### src/rtl/rtc_pkg.sv
package rtc_pkg;

  typedef struct packed {
    logic       stop;
    logic [6:0] sec;
    logic [6:0] min;
    logic [5:0] hour;
    logic       cent;
    logic [2:0] wday;
    logic [5:0] date;
    logic [4:0] mon;
    logic [7:0] year;
  } rtc_time_t;

  typedef enum logic [2:0] {
    FLD_SEC  = 3'd0,
    FLD_MIN  = 3'd1,
    FLD_HOUR = 3'd2,
    FLD_WDAY = 3'd3,
    FLD_DATE = 3'd4,
    FLD_MON  = 3'd5,
    FLD_YEAR = 3'd6,
    FLD_MEM  = 3'd7
  } rtc_field_e;

  localparam rtc_time_t RTC_RESET = '{stop: 1'b0, sec: 7'h00, min: 7'h00,
                                      hour: 6'h00, cent: 1'b0, wday: 3'd0,
                                      date: 6'h01, mon: 5'h01, year: 8'h00};

  function automatic logic bcd_ok(input logic [7:0] v, input logic [7:0] lo,
                                  input logic [7:0] hi);
    return (v[3:0] <= 4'd9) && (v[7:4] <= 4'd9) && (v >= lo) && (v <= hi);
  endfunction

  function automatic logic [7:0] bcd_inc(input logic [7:0] v);
    if (v[3:0] >= 4'd9) return {v[7:4] + 4'd1, 4'd0};
    else                return {v[7:4], v[3:0] + 4'd1};
  endfunction

  function automatic logic [6:0] bcd2bin(input logic [7:0] v);
    return 7'(v[7:4]) * 7'd10 + 7'(v[3:0]);
  endfunction

  function automatic logic [7:0] month_days(input logic [4:0] m, input logic leap);
    case (m)
      5'h02:                      return leap ? 8'h29 : 8'h28;
      5'h04, 5'h06, 5'h09, 5'h11: return 8'h30;
      default:                    return 8'h31;
    endcase
  endfunction

endpackage

### src/rtl/rtc_time_core.sv
module rtc_time_core
  import rtc_pkg::*;
#(
  parameter int PRESCALE  = 1024,
  parameter int BASE_YEAR = 2000
) (
  input  logic       clk,
  input  logic       rst_n,
  input  logic       tick_i,
  input  logic       ld_en_i,
  input  rtc_field_e ld_field_i,
  input  logic [7:0] ld_data_i,
  output rtc_time_t  tm_o
);

  localparam int         PW    = (PRESCALE > 1) ? $clog2(PRESCALE) : 1;
  localparam logic [PW-1:0] P_LAST = PW'(PRESCALE - 1);
  localparam logic [1:0] BY_LO = 2'(BASE_YEAR % 4);

  rtc_time_t     tm_q, tm_d;
  logic [PW-1:0] presc_q, presc_d;
  logic [6:0]    yr_bin;
  logic          leap;
  logic [7:0]    last_day;
  logic [7:0]    inc_sec, inc_min, inc_hr, inc_dt, inc_mo, inc_yr;

  always_comb begin
    tm_d     = tm_q;
    presc_d  = presc_q;
    yr_bin   = bcd2bin(tm_q.year);
    leap     = (2'(yr_bin[1:0] + BY_LO) == 2'd0);
    last_day = month_days(tm_q.mon, leap);
    inc_sec  = bcd_inc({1'b0, tm_q.sec});
    inc_min  = bcd_inc({1'b0, tm_q.min});
    inc_hr   = bcd_inc({2'b0, tm_q.hour});
    inc_dt   = bcd_inc({2'b0, tm_q.date});
    inc_mo   = bcd_inc({3'b0, tm_q.mon});
    inc_yr   = bcd_inc(tm_q.year);
    if (ld_en_i) begin
      presc_d = '0;
      case (ld_field_i)
        FLD_SEC: begin
          tm_d.stop = ld_data_i[7];
          if (bcd_ok({1'b0, ld_data_i[6:0]}, 8'h00, 8'h59)) tm_d.sec = ld_data_i[6:0];
        end
        FLD_MIN:  if (bcd_ok({1'b0, ld_data_i[6:0]}, 8'h00, 8'h59)) tm_d.min = ld_data_i[6:0];
        FLD_HOUR: if (bcd_ok({2'b0, ld_data_i[5:0]}, 8'h00, 8'h23)) tm_d.hour = ld_data_i[5:0];
        FLD_WDAY: begin
          tm_d.wday = ld_data_i[2:0];
          tm_d.cent = ld_data_i[6];
        end
        FLD_DATE: if (bcd_ok({2'b0, ld_data_i[5:0]}, 8'h01, 8'h31)) tm_d.date = ld_data_i[5:0];
        FLD_MON:  if (bcd_ok({3'b0, ld_data_i[4:0]}, 8'h01, 8'h12)) tm_d.mon = ld_data_i[4:0];
        FLD_YEAR: if (bcd_ok(ld_data_i, 8'h00, 8'h99)) tm_d.year = ld_data_i;
        default: ;
      endcase
    end else if (tick_i && !tm_q.stop) begin
      if (presc_q != P_LAST) begin
        presc_d = presc_q + 1'b1;
      end else begin
        presc_d = '0;
        if (tm_q.sec < 7'h59) tm_d.sec = inc_sec[6:0];
        else begin
          tm_d.sec = 7'h00;
          if (tm_q.min < 7'h59) tm_d.min = inc_min[6:0];
          else begin
            tm_d.min = 7'h00;
            if (tm_q.hour < 6'h23) tm_d.hour = inc_hr[5:0];
            else begin
              tm_d.hour = 6'h00;
              tm_d.wday = (tm_q.wday >= 3'd6) ? 3'd0 : tm_q.wday + 3'd1;
              if ({2'b0, tm_q.date} < last_day) tm_d.date = inc_dt[5:0];
              else begin
                tm_d.date = 6'h01;
                if (tm_q.mon < 5'h12) tm_d.mon = inc_mo[4:0];
                else begin
                  tm_d.mon  = 5'h01;
                  tm_d.year = (tm_q.year >= 8'h99) ? 8'h00 : inc_yr;
                end
              end
            end
          end
        end
      end
    end
  end

  always_ff @(posedge clk or negedge rst_n) begin
    if (!rst_n) begin
      tm_q    <= RTC_RESET;
      presc_q <= '0;
    end else begin
      tm_q    <= tm_d;
      presc_q <= presc_d;
    end
  end

  assign tm_o = tm_q;

endmodule

### src/rtl/rtc_access_gate.sv
module rtc_access_gate
  import rtc_pkg::*;
#(
  parameter int ADDR_W   = 16,
  parameter int MEM_SIZE = 8192,
  parameter int NUM_WIN  = 2,
  parameter int WIN_BASE = 32,
  parameter int WIN_SIZE = 16
) (
  input  logic [ADDR_W-1:0]  addr_i,
  input  logic               wr_i,
  input  logic [NUM_WIN-1:0] lock_i,
  input  rtc_time_t          tm_i,
  input  logic [7:0]         mem_rdata_i,
  output logic               ld_en_o,
  output rtc_field_e         ld_field_o,
  output logic               mem_we_o,
  output logic [7:0]         rdata_o
);

  localparam logic [31:0] TOP_ADDR = 32'(MEM_SIZE);
  localparam logic [31:0] CLK_BASE = 32'(MEM_SIZE - 8);

  logic [31:0]        addr_w;
  logic               in_mem, in_clk, prot;
  logic [2:0]         offs;
  logic [NUM_WIN-1:0] hit;

  assign addr_w = 32'(addr_i);
  assign in_mem = addr_w < TOP_ADDR;
  assign offs   = 3'(addr_w - CLK_BASE);
  assign in_clk = in_mem && (addr_w >= CLK_BASE) && (offs != 3'd7);

  for (genvar w = 0; w < NUM_WIN; w++) begin : g_win
    localparam logic [31:0] LO = 32'(WIN_BASE + w * WIN_SIZE);
    localparam logic [31:0] HI = 32'(WIN_BASE + (w + 1) * WIN_SIZE);
    assign hit[w] = lock_i[w] && (addr_w >= LO) && (addr_w < HI);
  end

  assign prot       = |hit;
  assign ld_en_o    = wr_i && in_clk;
  assign ld_field_o = rtc_field_e'(offs);
  assign mem_we_o   = wr_i && in_mem && !in_clk && !prot;

  always_comb begin
    if (!in_mem || prot) begin
      rdata_o = 8'hFF;
    end else if (in_clk) begin
      case (rtc_field_e'(offs))
        FLD_SEC:  rdata_o = {tm_i.stop, tm_i.sec};
        FLD_MIN:  rdata_o = {1'b0, tm_i.min};
        FLD_HOUR: rdata_o = {2'b0, tm_i.hour};
        FLD_WDAY: rdata_o = {1'b0, tm_i.cent, 3'b000, tm_i.wday};
        FLD_DATE: rdata_o = {2'b0, tm_i.date};
        FLD_MON:  rdata_o = {3'b0, tm_i.mon};
        FLD_YEAR: rdata_o = tm_i.year;
        default:  rdata_o = mem_rdata_i;
      endcase
    end else begin
      rdata_o = mem_rdata_i;
    end
  end

endmodule

### src/rtl/rtc_regfile.sv
module rtc_regfile
  import rtc_pkg::*;
#(
  parameter int ADDR_W    = 16,
  parameter int MEM_SIZE  = 8192,
  parameter int PRESCALE  = 1024,
  parameter int BASE_YEAR = 2000,
  parameter int NUM_WIN   = 2,
  parameter int WIN_BASE  = 32,
  parameter int WIN_SIZE  = 16
) (
  input  logic               clk,
  input  logic               rst_n,
  input  logic               tick_i,
  input  logic [NUM_WIN-1:0] lock_tgl_i,
  input  logic [ADDR_W-1:0]  addr_i,
  input  logic               wr_i,
  input  logic [7:0]         wdata_i,
  input  logic [7:0]         mem_rdata_i,
  output logic               mem_we_o,
  output logic [7:0]         rdata_o
);

  logic [1:0]         rst_sync_q;
  logic               core_rst_n;
  logic [NUM_WIN-1:0] lock_q, lock_d;
  rtc_time_t          tm_q;
  logic               ld_en;
  rtc_field_e         ld_field;

  always_ff @(posedge clk or negedge rst_n) begin
    if (!rst_n) rst_sync_q <= 2'b00;
    else        rst_sync_q <= {rst_sync_q[0], 1'b1};
  end
  assign core_rst_n = rst_sync_q[1];

  always_comb lock_d = lock_q ^ lock_tgl_i;

  always_ff @(posedge clk or negedge core_rst_n) begin
    if (!core_rst_n) lock_q <= '0;
    else             lock_q <= lock_d;
  end

  rtc_time_core #(.PRESCALE(PRESCALE), .BASE_YEAR(BASE_YEAR)) u_core (
    .clk       (clk),
    .rst_n     (core_rst_n),
    .tick_i    (tick_i),
    .ld_en_i   (ld_en),
    .ld_field_i(ld_field),
    .ld_data_i (wdata_i),
    .tm_o      (tm_q)
  );

  rtc_access_gate #(.ADDR_W(ADDR_W), .MEM_SIZE(MEM_SIZE), .NUM_WIN(NUM_WIN),
                    .WIN_BASE(WIN_BASE), .WIN_SIZE(WIN_SIZE)) u_gate (
    .addr_i     (addr_i),
    .wr_i       (wr_i),
    .lock_i     (lock_q),
    .tm_i       (tm_q),
    .mem_rdata_i(mem_rdata_i),
    .ld_en_o    (ld_en),
    .ld_field_o (ld_field),
    .mem_we_o   (mem_we_o),
    .rdata_o    (rdata_o)
  );

endmodule

### config.mk
export PLATFORM = sky130hd
export DESIGN_NAME = rtc_regfile
export DESIGN_NICKNAME = d
export VERILOG_FILES = /design/src/rtl/rtc_pkg.sv /design/src/rtl/rtc_time_core.sv /design/src/rtl/rtc_access_gate.sv /design/src/rtl/rtc_regfile.sv
export SDC_FILE = /design/constraint.sdc
export NUM_CORES = 1
export LEC_CHECK = 0
export CAP_MARGIN = 10
export CORE_MARGIN = 1
export CORE_UTILIZATION = 40
export DETAILED_ROUTE_END_ITERATION = 6
export SYNTH_ARGS = -nofsm -noshare
export SYNTH_HDL_FRONTEND = slang
export SYNTH_SLANG_ARGS = --single-unit
export TNS_END_PERCENT = 100
### constraint.sdc
create_clock -name clk -period 2.9 [get_ports clk]
set_clock_uncertainty 0.2 [all_clocks]
set_input_delay 0.58 -clock clk [delete_from_list [all_inputs] [get_ports clk]]
set_output_delay 0.58 -clock clk [all_outputs]
set_load 0.05 [all_outputs]
# [After elaboration in Yosys (flattened, before gate mapping)]
# Index checks and enable logic that the tools add are counted.
[totals] register_bits=58 in_bits=38 output_inout_bits=9 wordCells=197
[classes] add_sub_neg=16 multipliers=1 order_cmp=31 n_eq_ne=36 muxes=46 n_bitwise=1 reduce_logical=48
[ops] cell="$mux W22" count=6
[ops] cell="$mux W20" count=3
[ops] cell="$mux W8" count=7
[ops] cell="$pmux W8 S7" count=1
[ops] cell="$mux W6" count=9
[ops] cell="$mux W7" count=7
[ops] cell="$ge A16 B6 Y1 const B" count=2
[ops] cell="$mux W10" count=3
[ops] cell="$add A4 B1 Y4 const B" count=7
[ops] cell="$mux W13" count=2
[ops] cell="$ge A4 B4 Y1 const B" count=6
[ops] cell="$ne A2 B1 Y1 const B" count=12
[ops] cell="$logic_and A1 B1 Y1" count=22
[ops] cell="$mux W5" count=4
[ops] cell="$reduce_and A6 Y1" count=3
[ops] cell="$reduce_and A9 Y1" count=2
[ops] cell="$ge A16 B13 Y1 const B" count=1
[ops] cell="$lt A16 B14 Y1 const B" count=1
[ops] cell="$lt A16 B6 Y1 const B" count=1
[ops] cell="$lt A16 B7 Y1 const B" count=1
[ops] cell="$pmux W8 S2" count=1
[ops] cell="$reduce_and A8 Y1" count=2
[ops] cell="$ne A3 B2 Y1 const B" count=5
[ops] cell="$lt A7 B7 Y1 const B" count=2
[ops] cell="48 further kinds" count=69

# [Longest topological paths before layout]
# Gate-level depths: netlist (run 1).
[logic_depth] depth_word=13 ltp_mapped=12 ltp_nobuf=11

# [Cells and area by module]
# A second synthesis (run 1) with hierarchy kept.
[unflattened] hier_cells=523 area_unflattened_um2=4481.8
[by_module_without_submodules] mod="rtc_time_core" instances=1 cells_each=428 area_per_inst_um2=3717.3 seq_area_each_um2=1353.8
[by_module_without_submodules] mod="rtc_access_gate" instances=1 cells_each=88 area_per_inst_um2=643.1 seq_area_each_um2=0.0
[by_module_without_submodules] mod="rtc_regfile" instances=1 cells_each=7 area_per_inst_um2=121.4 seq_area_each_um2=100.1

# [Worst setup path after synthesis (run 1)]
# Ideal clock, no wire load.
[synth_timing] path_type="input-to-output" startpoint="input port addr_i[2]" endpoint="output port rdata_o[6]" arrival_ps=2442 required_ps=2120 path_slack_ps=-322 cell_stages=7 n_path_buf=3 cell_sequence="clkbuf_2 buf_1 clkbuf_1 nand3_1 a21oi_1 a21oi_1 o211ai_1"
[synth_via] elab_chain_len=6 elab_cells_between_ends=27 cone_classes="add/sub (1); order compare (6); eq/ne (7); mux (3); reduce/logical (10)"
[synth_lines] item="from (decl)" line="rtc_regfile.sv:16" source="input logic [ADDR_W-1:0] addr_i,"
[synth_lines] item="$ge A16 B6 Y1" line="rtc_access_gate.sv:37" source="assign hit[w] = lock_i[w] && (addr_w >= LO) && (addr_w < HI);"
[synth_lines] item="$logic_and A1 B1 Y1 (2 in a row)" line="rtc_access_gate.sv:37"
[synth_lines] item="$reduce_or A2 Y1" line="rtc_access_gate.sv:40" source="assign prot = |hit;"
[synth_lines] item="$logic_or A1 B1 Y1" line="rtc_access_gate.sv:46" source="if (!in_mem || prot) begin"
[synth_lines] item="$mux W8 *" line="rtc_access_gate.sv:46"
[synth_lines] item="to (decl)" line="rtc_regfile.sv:21" source="output logic [7:0] rdata_o"
# Every way passes the cells marked *; elsewhere a longest branch is shown, timed or not.

# [Worst setup path in the final report (run 1)]
[layout_timing] startpoint="register, netlist name u_core.tm_o[8]" endpoint="register, netlist name u_core.tm_o[5]"
[layout_via] elab_chain_len=6 elab_cells_between_ends=12 cone_classes="order compare (2); eq/ne (7); mux (1); reduce/logical (2)"
[layout_lines] item="$eq A5 B3 Y1 (tied with other cells)" line="rtc_pkg.sv:45" source="case (m)"
[layout_lines] item="$reduce_or A4 Y1" line="rtc_pkg.sv:45"
[layout_lines] item="$pmux W8 S2" line="rtc_pkg.sv:45"
[layout_lines] item="$lt A6 B8 Y1" line="rtc_time_core.sv:72" source="if ({2'b0, tm_q.date} < last_day) tm_d.date = inc_dt[5:0];"
[layout_lines] item="$ne A2 B2 Y1 (no line)"
[layout_lines] item="$reduce_and A10 Y1 (no line) *"
# Marks and branches as above.
# A chain may end at the register's enable or synchronous reset.

==> flow_summary.toml, run 1 <==
[status]
status = "finished, final reports clean"

[worst_setup_path]
critical_path_buf_inv_count = 2
path_delay_family = "compound AO/OA/AOI/OAI gates"
max_stage_delay_ns = 0.54
cp.arrival_ns = 2.90
crit_chain = "inv_2, ha_4, nor4b_4, inv_2, ha_4, o21ai_2, nor2_1, a311o_2, a41o_1, and2_4, mux2_4"
startpoint = "u_core.tm_o[8]$_DFFE_PN1P_"
path_class = "reg -> reg"
r2r_start = "u_core.tm_o[8]$_DFFE_PN1P_"
end_kind = "register"
slowest_stage = "dfstp_2"
cp_max_fo = 4
critical_path_required_ns = 2.92
cp-start-kind = "register"

[floorplan]
floorplan.initialDensity_pct = 41.2
dieArea_um2 = 12200
ios = 47
die_y_um = 110
rows = 39
core_area_um2 = 11400
fp.dieW_um = 110

[run]
drv_cap = 0

[place]
io_buffers = 46
finalWeightedCongestion = 0.954
pre_cts_slack_ns = -0.469
place_inst = 819
dp.final_hpwl_um = 12500

[sta]
rsz0062_at_grt = "true"
setup_viol = 0
timing.final.ws_setup_ns = 0.0218
drv_slew = 0
maxSlewHeadroom_pct = 48.2
tightest_slew_ns = 0.776
min_period_over_period_pct = 99.2
fmax_mhz = 347
hold_viol_final = 0
period_minus_slack_ns = 2.88
tns_ns = 0

[clocking]
cts-hold-fix-buffers = 0
htree_levels = 3
path_clk_slew_ns = 0.06
cts_made_buffers = 9
cts.sinks = 58
clock_latency_ns = 0.34
clockBufferDepth = 2
cts_tree = "built"
clock-root-buffer = "clkbuf_16"

[power_and_ir_drop]
power.switching_w = 0.000675
p_int_w = 0.00177
powerDensity_nw_per_um2 = 362
sw_frac_of_total_pct = 27.6
clockPowerShare_pct = 45.4
comb_power_share_pct = 16.2
ir_worst_vdd_mv = 0.366
leakage_nw = 3.02
pwr-share-seq_pct = 38.4

[yosys]
syn_area_per_cell_um2 = 8.34
synth-edff-count = 0
synth.net_count = 632
ys_warn_count = 0
netlist_top_cells_area = "dfrtp_1 (30%), ha_1 (8.0%), a21oi_1 (6.3%)"
synth_seq_cells = 58
synth_cell_types = 77
yosysMostFrequentCell = "a21oi_1"
yosys-top-cells-count = "a21oi_1 (59), dfrtp_1 (56), nor2_1 (45)"
synth_top_area_share_pct = 29.8
async_reset_ff_share_pct = 100
syn-instance-count = 564
yosys.area.top_type = "dfrtp_1"
ys.flop_type = "dfrtp_1"
synth_area_um2 = 4700
ys_seq_area_share_pct = 30.9

[layout]
antenna_cells = 0
drive_gt1_share_pct = 29.3
nets = 773
stdcell_count = 853
fin_util_pct = 59.1
multi_input_area_um2 = 3230
regArea_um2 = 1460
fillers = 1023
area_growth_pct = 43.5

[global_routing]
grt_max_degree = 57
antenna_found_initial = 0
grt_pass1_wl_um = 27300
grt_remaining_overflow = 0
grt_usage_pct = 28.9
grt_pass1_vias = 5027

[drt]
drtIter0Drc = 517
ant_nets = 0
first_pass_iters = 5
drt-wirelength-per-cell_um = 20.2
drcViolationCount = 0
viasPerCell = 6.01
vias = 5130
routed_wl_um = 17300

[min_path]
min-delay-start = "rst_sync_q[0]$_DFF_PN0_"
hold_class = "reg -> reg"
==> layout make-up <==
| cell class | instances | area share (%) |
|---|---|---|
| inverters | 31 | 1.72 |
| repair buffers | 155 | 21.7 |
| flip-flops and latches | 58 | 21.6 |
| multi-input cells | 450 | 47.8 |
| well taps | 143 | 2.65 |
| clock inverters | 4 | 0.741 |
| clock buffers | 12 | 3.80 |
==> worst register-to-register path, stage by stage (launching register included) <==
cell	delay, ns
dfstp_2	0.54
inv_2	0.05
ha_4	0.15
nor4b_4	0.13
inv_2	0.07
ha_4	0.20
o21ai_2	0.14
nor2_1	0.07
a311o_2	0.45
a41o_1	0.31
and2_4	0.17
mux2_4	0.29
==> path summary, 6_finish.rpt <==
kind | cells past startpoint | slack (ns) | endpoint
min in group asynchronous | 1 | 0.21 | rst_sync_q[0]$_DFF_PN0_
max in group asynchronous | 1 | 1.76 | u_core.tm_o[25]$_DFFE_PN0P_
worst max-delay path | 11 | 0.02 | u_core.tm_o[5]$_DFFE_PN0P_
worst max register to register | 11 | 0.02 | u_core.tm_o[5]$_DFFE_PN0P_
worst min register to register | 0 | 0.15 | rst_sync_q[1]$_DFF_PN0_
worst min-delay path | 0 | 0.15 | rst_sync_q[1]$_DFF_PN0_
==> stage by stage <==
step	hold WS [ns]	total power, W	cell area, µm²
after floorplan	0.0844	0.00112	4770
after global placement	0.137	0.00129	6060
after detailed placement	0.146	0.00130	6060
after CTS	0.157	0.00245	6650
after global routing	0.170	0.00254	6750
final	0.154	0.00245	6750
==> sequential cells by signal, summed over array words and instances (netlist names) <==
name	flops
u_core.tm_o	44
lock_q	2
u_core.presc_q	10
rst_sync_q	2
==> layout by cell type (no fill, tap or decap), drive strengths merged, types with 11 or more instances in the layout <==
cell type | synthesis | final
a21oi | 59 | 59
a31oi | 12 | 12
and3 | 12 | 12
buf | 11 | 120
clkbuf | 15 | 18
clkdlybuf4s50 | 0 | 21
dfrtp | 56 | 56
ha | 30 | 30
inv | 31 | 31
nand2 | 44 | 44
nand3 | 20 | 20
nor2 | 46 | 46
nor3 | 16 | 16
o211ai | 17 | 17
o21a | 11 | 11
o21ai | 45 | 45
==> what timing repair did <==
item | CTS | global route
cloned | 3 | 1
setup buffers | 9 | 5
pin swaps | 16 | 21
gates resized for setup | 77 | 36
endpoints found under the setup margin | 26 | 24
==> layer usage <==
metal / wire length, µm / global-route usage [%] / vias to the layer above
li1: - / - / 2395
met1: 7390 / 39.1 / 2459
met2: 7830 / 44.2 / 227
met3: 1320 / 4.88 / 49
met4: 735 / 15.0 / 0
met5: 0 / 0 / -
==> power by group through the flow <==
stage	Combinational, W	Clock (W)	Sequential, W
2_1_floorplan	0.000172	0	0.000947
3_3_place_gp	0.000343	0	0.000950
3_5_place_dp	0.000349	0	0.000953
4_1_cts	0.000386	0.00113	0.000939
5_1_grt	0.000432	0.00116	0.000951
6_report	0.000396	0.00111	0.000941
==> cells by family after synthesis <==
kind of cell / synth area share [%]
buf+inv: 5.24
fa+ha+maj: 7.98
simple gates: 21.0
compound gates: 27.8
other cells: 0.0797
flops: 30.9
mux: 5.64
xor+xnor: 1.30
(Power assumes the default switching activity.)
==> run 2, diff against run 1 <==
- CTS_CLUSTER_DIAMETER: default -> 200
==> results of run 2 <==
Final layout, timing and power as in run 1 (identical DEF).
==> run 3, diff against run 2 <==
- HOLD_SLACK_MARGIN: default -> 0.06
==> results of run 3 <==
Final layout, timing and power as in run 1 (identical DEF).
